`src/rtl/gcd_axil_pkg.sv`:
```
package gcd_axil_pkg;
    localparam logic [1:0] RESP_OKAY = 2'b00;

    typedef enum logic [2:0] {
        IDX_STATUS = 3'd0,
        IDX_OPA    = 3'd1,
        IDX_OPB    = 3'd2,
        IDX_RES    = 3'd3,
        IDX_CNT    = 3'd4
    } reg_idx_e;
endpackage

```
`src/rtl/axil_wr_fsm.sv`:
```
module axil_wr_fsm
    import gcd_axil_pkg::*;
#(
    parameter int ADDR_W = 5,
    parameter int DATA_W = 32,
    localparam int STRB_W = DATA_W / 8
) (
    input  logic              clk,
    input  logic              rst_n,
    input  logic              awvalid,
    output logic              awready,
    input  logic [ADDR_W-1:0] awaddr,
    input  logic              wvalid,
    output logic              wready,
    input  logic [DATA_W-1:0] wdata,
    input  logic [STRB_W-1:0] wstrb,
    output logic              bvalid,
    input  logic              bready,
    output logic [1:0]        bresp,
    output logic              wr_en,
    output logic [ADDR_W-1:0] wr_addr,
    output logic [DATA_W-1:0] wr_data,
    output logic [STRB_W-1:0] wr_strb
);
    typedef enum logic [2:0] {
        WR_IDLE, WR_HAVE_ADDR, WR_HAVE_DATA, WR_COMMIT, WR_RESP
    } wr_state_e;

    wr_state_e state, state_nx;

    always_ff @(posedge clk) begin
        if (!rst_n) state <= WR_IDLE;
        else        state <= state_nx;
    end

    always_comb begin
        state_nx = state;
        unique case (state)
            WR_IDLE: begin
                if (awvalid && wvalid) state_nx = WR_COMMIT;
                else if (awvalid)      state_nx = WR_HAVE_ADDR;
                else if (wvalid)       state_nx = WR_HAVE_DATA;
            end
            WR_HAVE_ADDR: if (wvalid)  state_nx = WR_COMMIT;
            WR_HAVE_DATA: if (awvalid) state_nx = WR_COMMIT;
            WR_COMMIT:                 state_nx = WR_RESP;
            WR_RESP:      if (bready)  state_nx = WR_IDLE;
            default:                   state_nx = WR_IDLE;
        endcase
    end

    always_comb begin
        awready = (state == WR_IDLE) || (state == WR_HAVE_DATA);
        wready  = (state == WR_IDLE) || (state == WR_HAVE_ADDR);
        bvalid  = (state == WR_RESP);
        bresp   = RESP_OKAY;
        wr_en   = (state == WR_COMMIT);
    end

    always_ff @(posedge clk) begin
        if (!rst_n) begin
            wr_addr <= '0;
            wr_data <= '0;
            wr_strb <= '0;
        end else begin
            if (awvalid && awready) wr_addr <= awaddr;
            if (wvalid && wready) begin
                wr_data <= wdata;
                wr_strb <= wstrb;
            end
        end
    end
endmodule

```
`src/rtl/axil_rd_fsm.sv`:
```
module axil_rd_fsm
    import gcd_axil_pkg::*;
#(
    parameter int ADDR_W = 5,
    parameter int DATA_W = 32
) (
    input  logic              clk,
    input  logic              rst_n,
    input  logic              arvalid,
    output logic              arready,
    input  logic [ADDR_W-1:0] araddr,
    output logic              rvalid,
    input  logic              rready,
    output logic [DATA_W-1:0] rdata,
    output logic [1:0]        rresp,
    output logic [ADDR_W-1:0] rd_addr,
    input  logic [DATA_W-1:0] rd_data
);
    typedef enum logic [1:0] {RD_IDLE, RD_LOAD, RD_RESP} rd_state_e;

    rd_state_e state, state_nx;

    always_ff @(posedge clk) begin
        if (!rst_n) state <= RD_IDLE;
        else        state <= state_nx;
    end

    always_comb begin
        state_nx = state;
        unique case (state)
            RD_IDLE: if (arvalid) state_nx = RD_LOAD;
            RD_LOAD:              state_nx = RD_RESP;
            RD_RESP: if (rready)  state_nx = RD_IDLE;
            default:              state_nx = RD_IDLE;
        endcase
    end

    always_comb begin
        arready = (state == RD_IDLE);
        rvalid  = (state == RD_RESP);
        rresp   = RESP_OKAY;
    end

    always_ff @(posedge clk) begin
        if (!rst_n) begin
            rd_addr <= '0;
            rdata   <= '0;
        end else begin
            if (arvalid && arready) rd_addr <= araddr;
            if (state == RD_LOAD)   rdata   <= rd_data;
        end
    end
endmodule

```
`src/rtl/gcd_engine.sv`:
```
module gcd_engine #(
    parameter int W = 32
) (
    input  logic         clk,
    input  logic         rst_n,
    input  logic         launch,
    input  logic [W-1:0] op_a,
    input  logic [W-1:0] op_b,
    output logic         busy,
    output logic [W-1:0] result
);
    typedef enum logic {ENG_IDLE, ENG_RUN} eng_state_e;

    eng_state_e   state, state_nx;
    logic [W-1:0] x_q, y_q;
    logic         finish;

    assign finish = (x_q == '0) || (y_q == '0) || (x_q == y_q);

    always_ff @(posedge clk) begin
        if (!rst_n) state <= ENG_IDLE;
        else        state <= state_nx;
    end

    always_comb begin
        state_nx = state;
        unique case (state)
            ENG_IDLE: if (launch) state_nx = ENG_RUN;
            ENG_RUN:  if (finish) state_nx = ENG_IDLE;
            default:              state_nx = ENG_IDLE;
        endcase
    end

    always_comb busy = (state == ENG_RUN);

    always_ff @(posedge clk) begin
        if (!rst_n) begin
            x_q    <= '0;
            y_q    <= '0;
            result <= '0;
        end else if (state == ENG_IDLE) begin
            if (launch) begin
                x_q <= op_a;
                y_q <= op_b;
            end
        end else if (finish) begin
            result <= (x_q == '0) ? y_q : x_q;
        end else if (x_q > y_q) begin
            x_q <= x_q - y_q;
        end else begin
            y_q <= y_q - x_q;
        end
    end
endmodule

```
`src/rtl/cycle_counter.sv`:
```
module cycle_counter #(
    parameter int W = 32
) (
    input  logic         clk,
    input  logic         rst_n,
    input  logic         clr,
    input  logic         en,
    output logic [W-1:0] q
);
    always_ff @(posedge clk) begin
        if (!rst_n)   q <= '0;
        else if (clr) q <= '0;
        else if (en)  q <= q + W'(1);
    end
endmodule

```
`src/rtl/gcd_axil_accel.sv`:
```
module gcd_axil_accel
    import gcd_axil_pkg::*;
#(
    parameter int ADDR_W = 5,
    parameter int DATA_W = 32,
    localparam int STRB_W = DATA_W / 8
) (
    input  logic              aclk,
    input  logic              aresetn,
    input  logic              axil_awvalid,
    output logic              axil_awready,
    input  logic [ADDR_W-1:0] axil_awaddr,
    input  logic              axil_wvalid,
    output logic              axil_wready,
    input  logic [DATA_W-1:0] axil_wdata,
    input  logic [STRB_W-1:0] axil_wstrb,
    output logic              axil_bvalid,
    input  logic              axil_bready,
    output logic [1:0]        axil_bresp,
    input  logic              axil_arvalid,
    output logic              axil_arready,
    input  logic [ADDR_W-1:0] axil_araddr,
    output logic              axil_rvalid,
    input  logic              axil_rready,
    output logic [DATA_W-1:0] axil_rdata,
    output logic [1:0]        axil_rresp
);
    logic              wr_en;
    logic [ADDR_W-1:0] wr_addr, rd_addr;
    logic [DATA_W-1:0] wr_data, rd_data;
    logic [STRB_W-1:0] wr_strb;
    logic [2:0]        wr_idx, rd_idx;
    logic [DATA_W-1:0] opa_q, opb_q, res_w, cnt_q;
    logic              start_q, eng_busy, launch;

    assign wr_idx = wr_addr[4:2];
    assign rd_idx = rd_addr[4:2];

    axil_wr_fsm #(.ADDR_W(ADDR_W), .DATA_W(DATA_W)) u_wr (
        .clk(aclk), .rst_n(aresetn),
        .awvalid(axil_awvalid), .awready(axil_awready), .awaddr(axil_awaddr),
        .wvalid(axil_wvalid), .wready(axil_wready), .wdata(axil_wdata),
        .wstrb(axil_wstrb), .bvalid(axil_bvalid), .bready(axil_bready),
        .bresp(axil_bresp), .wr_en(wr_en), .wr_addr(wr_addr),
        .wr_data(wr_data), .wr_strb(wr_strb)
    );

    axil_rd_fsm #(.ADDR_W(ADDR_W), .DATA_W(DATA_W)) u_rd (
        .clk(aclk), .rst_n(aresetn),
        .arvalid(axil_arvalid), .arready(axil_arready), .araddr(axil_araddr),
        .rvalid(axil_rvalid), .rready(axil_rready), .rdata(axil_rdata),
        .rresp(axil_rresp), .rd_addr(rd_addr), .rd_data(rd_data)
    );

    for (genvar i = 0; i < STRB_W; i++) begin : g_lane
        always_ff @(posedge aclk) begin
            if (!aresetn) begin
                opa_q[i*8 +: 8] <= '0;
                opb_q[i*8 +: 8] <= '0;
            end else if (wr_en && wr_strb[i]) begin
                if (wr_idx == IDX_OPA) opa_q[i*8 +: 8] <= wr_data[i*8 +: 8];
                if (wr_idx == IDX_OPB) opb_q[i*8 +: 8] <= wr_data[i*8 +: 8];
            end
        end
    end

    always_ff @(posedge aclk) begin
        if (!aresetn)
            start_q <= 1'b0;
        else if (wr_en && wr_idx == IDX_STATUS && wr_strb[0])
            start_q <= wr_data[0];
    end

    assign launch = wr_en && (wr_idx == IDX_STATUS) && wr_strb[0]
                    && wr_data[0] && !eng_busy;

    gcd_engine #(.W(DATA_W)) u_eng (
        .clk(aclk), .rst_n(aresetn), .launch(launch),
        .op_a(opa_q), .op_b(opb_q), .busy(eng_busy), .result(res_w)
    );

    cycle_counter #(.W(DATA_W)) u_cnt (
        .clk(aclk), .rst_n(aresetn), .clr(launch), .en(eng_busy), .q(cnt_q)
    );

    always_comb begin
        rd_data = '0;
        case (rd_idx)
            IDX_STATUS: rd_data = {{(DATA_W-2){1'b0}}, !eng_busy, start_q};
            IDX_OPA:    rd_data = opa_q;
            IDX_OPB:    rd_data = opb_q;
            IDX_RES:    rd_data = res_w;
            IDX_CNT:    rd_data = cnt_q;
            default:    rd_data = '0;
        endcase
    end
endmodule

```
`config.mk`:
```
export PLATFORM = sky130hd
export DESIGN_NAME = gcd_axil_accel
export DESIGN_NICKNAME = d
export VERILOG_FILES = /design/src/rtl/gcd_axil_pkg.sv /design/src/rtl/axil_wr_fsm.sv /design/src/rtl/axil_rd_fsm.sv /design/src/rtl/gcd_engine.sv /design/src/rtl/cycle_counter.sv /design/src/rtl/gcd_axil_accel.sv
export SDC_FILE = /design/constraint.sdc
export NUM_CORES = 1
export LEC_CHECK = 0
export ABC_AREA = 1
export BUFFER_PORTS_ARGS = -buffer_cell sky130_fd_sc_hd__buf_2
export CORE_MARGIN = 2
export CORE_UTILIZATION = 56
export DETAILED_ROUTE_END_ITERATION = 10
export PLACE_DENSITY = 0.75
export SLEW_MARGIN = 30
export SYNTH_ARGS = -nofsm -noshare
export SYNTH_HDL_FRONTEND = slang
export SYNTH_SLANG_ARGS = --single-unit
```
`constraint.sdc`:
```
create_clock -name aclk -period 2.32 [get_ports aclk]
set_input_delay 0.116 -clock aclk [delete_from_list [all_inputs] [get_ports aclk]]
set_output_delay 0.116 -clock aclk [all_outputs]
set_load 0.05 [all_outputs]
```
## Word level (Yosys, flattened, before mapping)

Cells that the tools add are included.

- $add $sub $neg: 3
- $lt $le $gt $ge: 1
- Equality and inequality tests: 22
- Multiplexer cells: 23
- Bitwise logic cells: 2
- Reductions and logical operators: 38

Operators by type and width:

| operator | number |
|---|---|
| two-way mux 32 bit | 9 |
| one-hot mux 32 bit (5 select lines) | 1 |
| zero test 32 bit | 2 |
| subtractor 32 bit | 2 |
| adder 32 x 1 -> 32 bit, second input constant | 1 |
| == test 32 bit | 1 |
| greater-than comparator 32 bit | 1 |
| AND reduction 2 bit | 10 |
| two-way mux 3 bit | 6 |
| == test 3 x 2 -> 1 bit, second input constant | 5 |
| one-hot mux 3 bit (5 select lines) | 1 |
| logical AND 1 bit | 12 |
| inequality test 2 bit, second input constant | 6 |
| == test 3 x 1 -> 1 bit, second input constant | 3 |
| zero test 3 bit | 3 |
| == test 3 bit, second input constant | 2 |
| one-hot mux 2 bit (3 select lines) | 1 |
| AND reduction 3 bit | 2 |
| logical OR 1 bit | 4 |
| two-way mux 2 bit | 2 |
| inequality test 2 x 1 -> 1 bit, second input constant | 2 |
| inequality test 4 x 3 -> 1 bit, second input constant | 1 |
| AND reduction 4 bit | 1 |
| == test 2 x 1 -> 1 bit, second input constant | 1 |
| 8 further kinds | 10 |

- Flip-flop bits (word level): 277
- Input bits: 53
- Output and inout port bits: 41
- Logic and storage cells: 110

## Depth between registers and ports, before layout

- Depth after elaboration: 7
- Mapped depth: 20
- Depth with buffers taken out: 18

## By module

A second synthesis with hierarchy kept.

- Cell total of the unflattened synthesis: 3077
- Area, all modules: 18642.9 um^2

By module, submodules not included:

| module | times used | cells an instance | area an instance (um^2) | seq. area each (um^2) |
|---|---|---|---|---|
| gcd_engine | 1 | 1670 | 9271.4 | 1941.9 |
| gcd_axil_accel | 1 | 715 | 4110.2 | 1301.2 |
| axil_wr_fsm | 1 | 222 | 2025.7 | 880.8 |
| cycle_counter | 1 | 284 | 1798.0 | 640.6 |
| axil_rd_fsm | 1 | 186 | 1437.6 | 780.7 |

## Worst setup path before layout

No wires, ideal clock.

- Path kind: reg2reg
- Start point: reg u_wr.state[0]
- End point: reg u_wr.wr_data[22]
- Library setup time: 70 ps
- Data arrival time: 2481 ps
- Required time: 2250 ps
- Setup slack: -231 ps
- Stages on the path, launching flop included: 7
- Path buffers: 1
- Period minus slack after synthesis: 2551 ps
- Cells stage by stage: dfxtp_1 > nor2_1 > inv_1 > a21oi_1 > clkbuf_1 > nand3_1 > a21oi_1

- Longest elaborated chain between the ends: 3
- Elaborated cells between the ends (all ways): 4
- Those cells by class: 1 x eq/ne; 3 x reduce/logical

Ends and longest elaborated chain:

| element | line | source |
|---|---|---|
| start, declared | axil_wr_fsm.sv:29 | `wr_state_e state, state_nx;` |
| start signal, assigned | axil_wr_fsm.sv:33 | `else state <= state_nx;` |
| == test 3 x 1 -> 1 bit or zero test 3 bit (tied branches) | axil_wr_fsm.sv:54 | `wready = (state == WR_IDLE) \|\| (state == WR_HAVE_ADDR);` |
| logical OR 1 bit (*) | axil_wr_fsm.sv:54 |  |
| via axil_wready | gcd_axil_accel.sv:14 | `output logic axil_wready,` |
| logical AND 1 bit (*) | axil_wr_fsm.sv:67 | `if (wvalid && wready) begin` |
| end signal, assigned | axil_wr_fsm.sv:68 | `wr_data <= wdata;` |
| end, declared | axil_wr_fsm.sv:22 | `output logic [DATA_W-1:0] wr_data,` |

Mark *: on every way through the listed nets, which the timed path passes. The rest lies on a longest branch.
A chain may end at the register's enable or synchronous reset.

## Worst setup path in the final report

- Start point: reg u_eng.y_q[21]
- End point: reg u_eng.x_q[9]

- Longest elaborated chain between the ends: 5
- Elaborated cells between the ends (all ways): 8
- Those cells by class: 1 x order compare; 3 x eq/ne; 4 x reduce/logical

Ends and longest elaborated chain:

| element | line | source |
|---|---|---|
| start, declared | gcd_engine.sv:15 | `logic [W-1:0] x_q, y_q;` |
| start signal, assigned | gcd_engine.sv:44 | `y_q <= op_b;` |
| start signal, assigned | gcd_engine.sv:51 | `y_q <= y_q - x_q;` |
| parallel branches: the longest is 4 deep, another holds greater-than comparator 32 bit | - |  |
| AND reduction 3 bit (no source line) (*) | - |  |
| end signal, assigned | gcd_engine.sv:43 | `x_q <= op_a;` |
| end signal, assigned | gcd_engine.sv:49 | `x_q <= x_q - y_q;` |
| end, declared | gcd_engine.sv:15 |  |

Every way passes the cells marked *.

==> results.toml <==
[global_route]
grt_pass1_vias = 17800
grt_max_degree = 146
antenna_found_initial = 1
globalRouteTotalUtil_pct = 39.7
grt_pass1_wl_um = 96200
grt_overflow_total = 0

[power_and_ir_drop]
switching_power_uw = 3800
sw_frac_of_total_pct = 30.8
ir_drop_v = 0.000711
leakagePower_uw = 0.00978
p_per_area_mw_per_mm2 = 573
p_seq_share_pct = 40.8
clkPwrFrac_pct = 40.7
p_comb_share_pct = 18.5
p_int_uw = 8530

[synth]
synth.top_cell.area_share_pct = 32.7
yosysSeqAreaShare_pct = 32.7
synth_top_area_cell = "dfxtp_1"
syn_area_mm2 = 0.0167
synth_cell_types = 51
synth_common_cells = "705 x nand2_1, 390 x inv_1, 273 x dfxtp_1"
synth-edff-count = 0
syn_inst = 2653
yosysWarnings = 0
synth_flop_cell = "dfxtp_1"
synth_area_leaders = "dfxtp_1 33%, nand2_1 16%, inv_1 8.8%, o21ai_0 6.7%, a21oi_1 6.6%"
ys_ff_latch = 273
synth_most_common_cell = "nand2_1"
synth.avg_cell_area_um2 = 6.30
synthArstFlopShare_pct = 0

[die]
floorplan.initialDensity_pct = 56.7
rows = 63
coreArea_mm2 = 0.0295
die_y_um = 177
die_w_um = 177
dieArea_mm2 = 0.0312
io_pins = 94

[timing]
timing.final.ws_setup_ps = -25.8
finalClockSkew_ps = 47.6
rsz0062_at_grt = "true"
fmax_mhz = 426
min_period_ps = 2350
report.final.setup_viol = 3
finalSetupTns_ps = -45.0
max-slew-margin-rel_pct = 56.7
hold_viol = 0
timing.final.crit_share_pct = 101
tightest_slew_ps = 649
slew_violations = 0

[clock_tree]
clkTransAtPathRegs_ps = 60
cts_max_level = 1
cts.sinks = 273
clock-root-buffer = "clkbuf_16"
clock_path_buffers = 3
cts_tree = "yes"
worstSkewPairLatency_ps = 610
cts_made_buffers = 30

[layout]
layout-drive-gt1-share_pct = 21.0
fin_nets = 3077
final_cells = 3371
fillers = 2384
antenna_cells = 0
syn_to_final_growth_pct = 28.8

[place]
port_buffers = 85
place_congestion = 1.04
pre_cts_slack_ps = -186
detailed_place_hpwl_um = 46100
placedCellCount = 3238

[worst_setup_path]
cp-end-kind = "flop"
critPathLaunchType = "flop"
r2r-start = "u_eng.y_q[21]"
cp-startpoint = "u_eng.y_q[21]"
critPathKind = "flop to flop"
critPathRequiredTime_ps = 2810
crit_arrival_ps = 2840
cp_max_fo = 8

[outcome]
status = "finished, violations left"
failed_checks = "setup timing"

[routing]
wirelength_um = 65000
ant_nets = 0
drt_pre_antenna_iters = 6
first_iter_violations = 1977
drc = 0
wl_per_cell_um = 19.3
avgViaCountPerCell = 5.66
num_vias = 19100

[run]
drv_cap = 0

[hold_path]
hp-class = "input port to flop"
min_from = "axil_wvalid"
==> power by group through the flow <==
stage	combinational, uW	clock [uW]	sequential (uW)
CTS	2060	5020	5000
global placement	1840	0	5090
detailed placement	1890	0	5100
floorplan	1290	0	5060
finish	2280	5020	5030
global route	2440	5190	5030
==> per-stage QoR <==
step           total power [uW]  instance area [um^2]  hold WS (ps)  util (%)
6_report                  12300                 21500           169      73.0
5_1_grt                   12700                 21500           217      73.0
4_1_cts                   12100                 20800           140      70.4
3_5_place_dp               6990                 18900           352      64.1
3_3_place_gp               6930                 18900           341      64.1
2_1_floorplan              6350                 16700           251         -
==> registers in the layout, indices dropped and copies added (netlist names), 4 cells and up <==
register,cells
opa_q,32
opb_q,32
u_cnt.q,32
u_eng.result,32
u_eng.x_q,32
u_eng.y_q,32
u_rd.rdata,32
u_wr.wr_data,32
u_wr.wr_strb,4
==> worst max-delay path, stage by stage (launching register included) <==
cell,delay (ps)
dfxtp_1,360
inv_1,100
ha_4,290
nand2_2,80
nor2_4,150
nand2_2,90
nor2_4,150
nand2_4,90
nand4_4,120
nand2_4,100
buf_12,160
nand2_8,130
buf_12,160
o21ai_2,80
nor2_1,170
==> metal layers <==
layer  track usage (%)  part of all wire (%)  up-vias
met2              62.8                    44     1069
met4              13.8                   3.4        0
met1              54.1                    41     8812
li1                  -                     -     9023
met5                 0                     0        -
met3              7.67                    12      165
==> layout by cell type (no fill, tap or decap), types with 12 or more instances in the layout <==
| master | instances |
|---|---|
| nand2_1 | 658 |
| inv_1 | 380 |
| dfxtp_1 | 259 |
| nor2_1 | 239 |
| o21ai_0 | 217 |
| buf_4 | 209 |
| a21oi_1 | 206 |
| nand3_1 | 135 |
| buf_2 | 84 |
| nand2_2 | 78 |
| dlygate4sd3_1 | 67 |
| a21oi_2 | 40 |
| o22ai_1 | 40 |
| ha_1 | 36 |
| clkbuf_16 | 33 |
| nor2_2 | 26 |
| ha_4 | 26 |
| nor3_1 | 20 |
| inv_2 | 19 |
| nand4_1 | 16 |
| o21ai_1 | 16 |
| dfxtp_2 | 14 |
| xor2_1 | 13 |
| buf_12 | 13 |
| nand3_2 | 12 |
==> cells by family (layout without fill, tap and decap cells) <==
family | after synthesis | count (layout) | share of synthesized area [%]
compound gates | 553 | 553 | 18.0
xor+xnor | 17 | 17 | 0.891
fa+ha+maj | 66 | 66 | 5.03
buf+inv | 513 | 838 | 12.3
flops | 273 | 273 | 32.7
other cells | 1 | 4 | 0.0224
simple gates | 1230 | 1230 | 31.1
==> path summary, 6_finish.rpt <==
path	slack, ps	cells past startpoint	to
max	-30	14	u_eng.x_q[9]
min	170	4	u_wr.wr_data[21]
max reg2reg	-30	14	u_eng.x_q[9]
min reg2reg	450	2	u_eng.result[14]
==> layout make-up <==
class	count	area, um^2	area share, %
Clock buffer	38	831	3.86
Tap cell	390	488	2.27
Clock inverter	17	198	0.919
Sequential cell	273	5480	25.5
Multi-Input combinational cell	1870	9920	46.1
Inverter	403	1530	7.11
Timing Repair Buffer	380	3060	14.2
==> timing repair <==
item                                   CTS  global route
gates resized for setup                 38           147
setup buffers                            2             6
endpoints found under the hold margin   48             0
setup endpoints to repair               70            95
gates cloned                             0             3
hold buffers                            67             0
pin swaps                                3            25
Note: power is estimated with default switching activity, not from simulation.
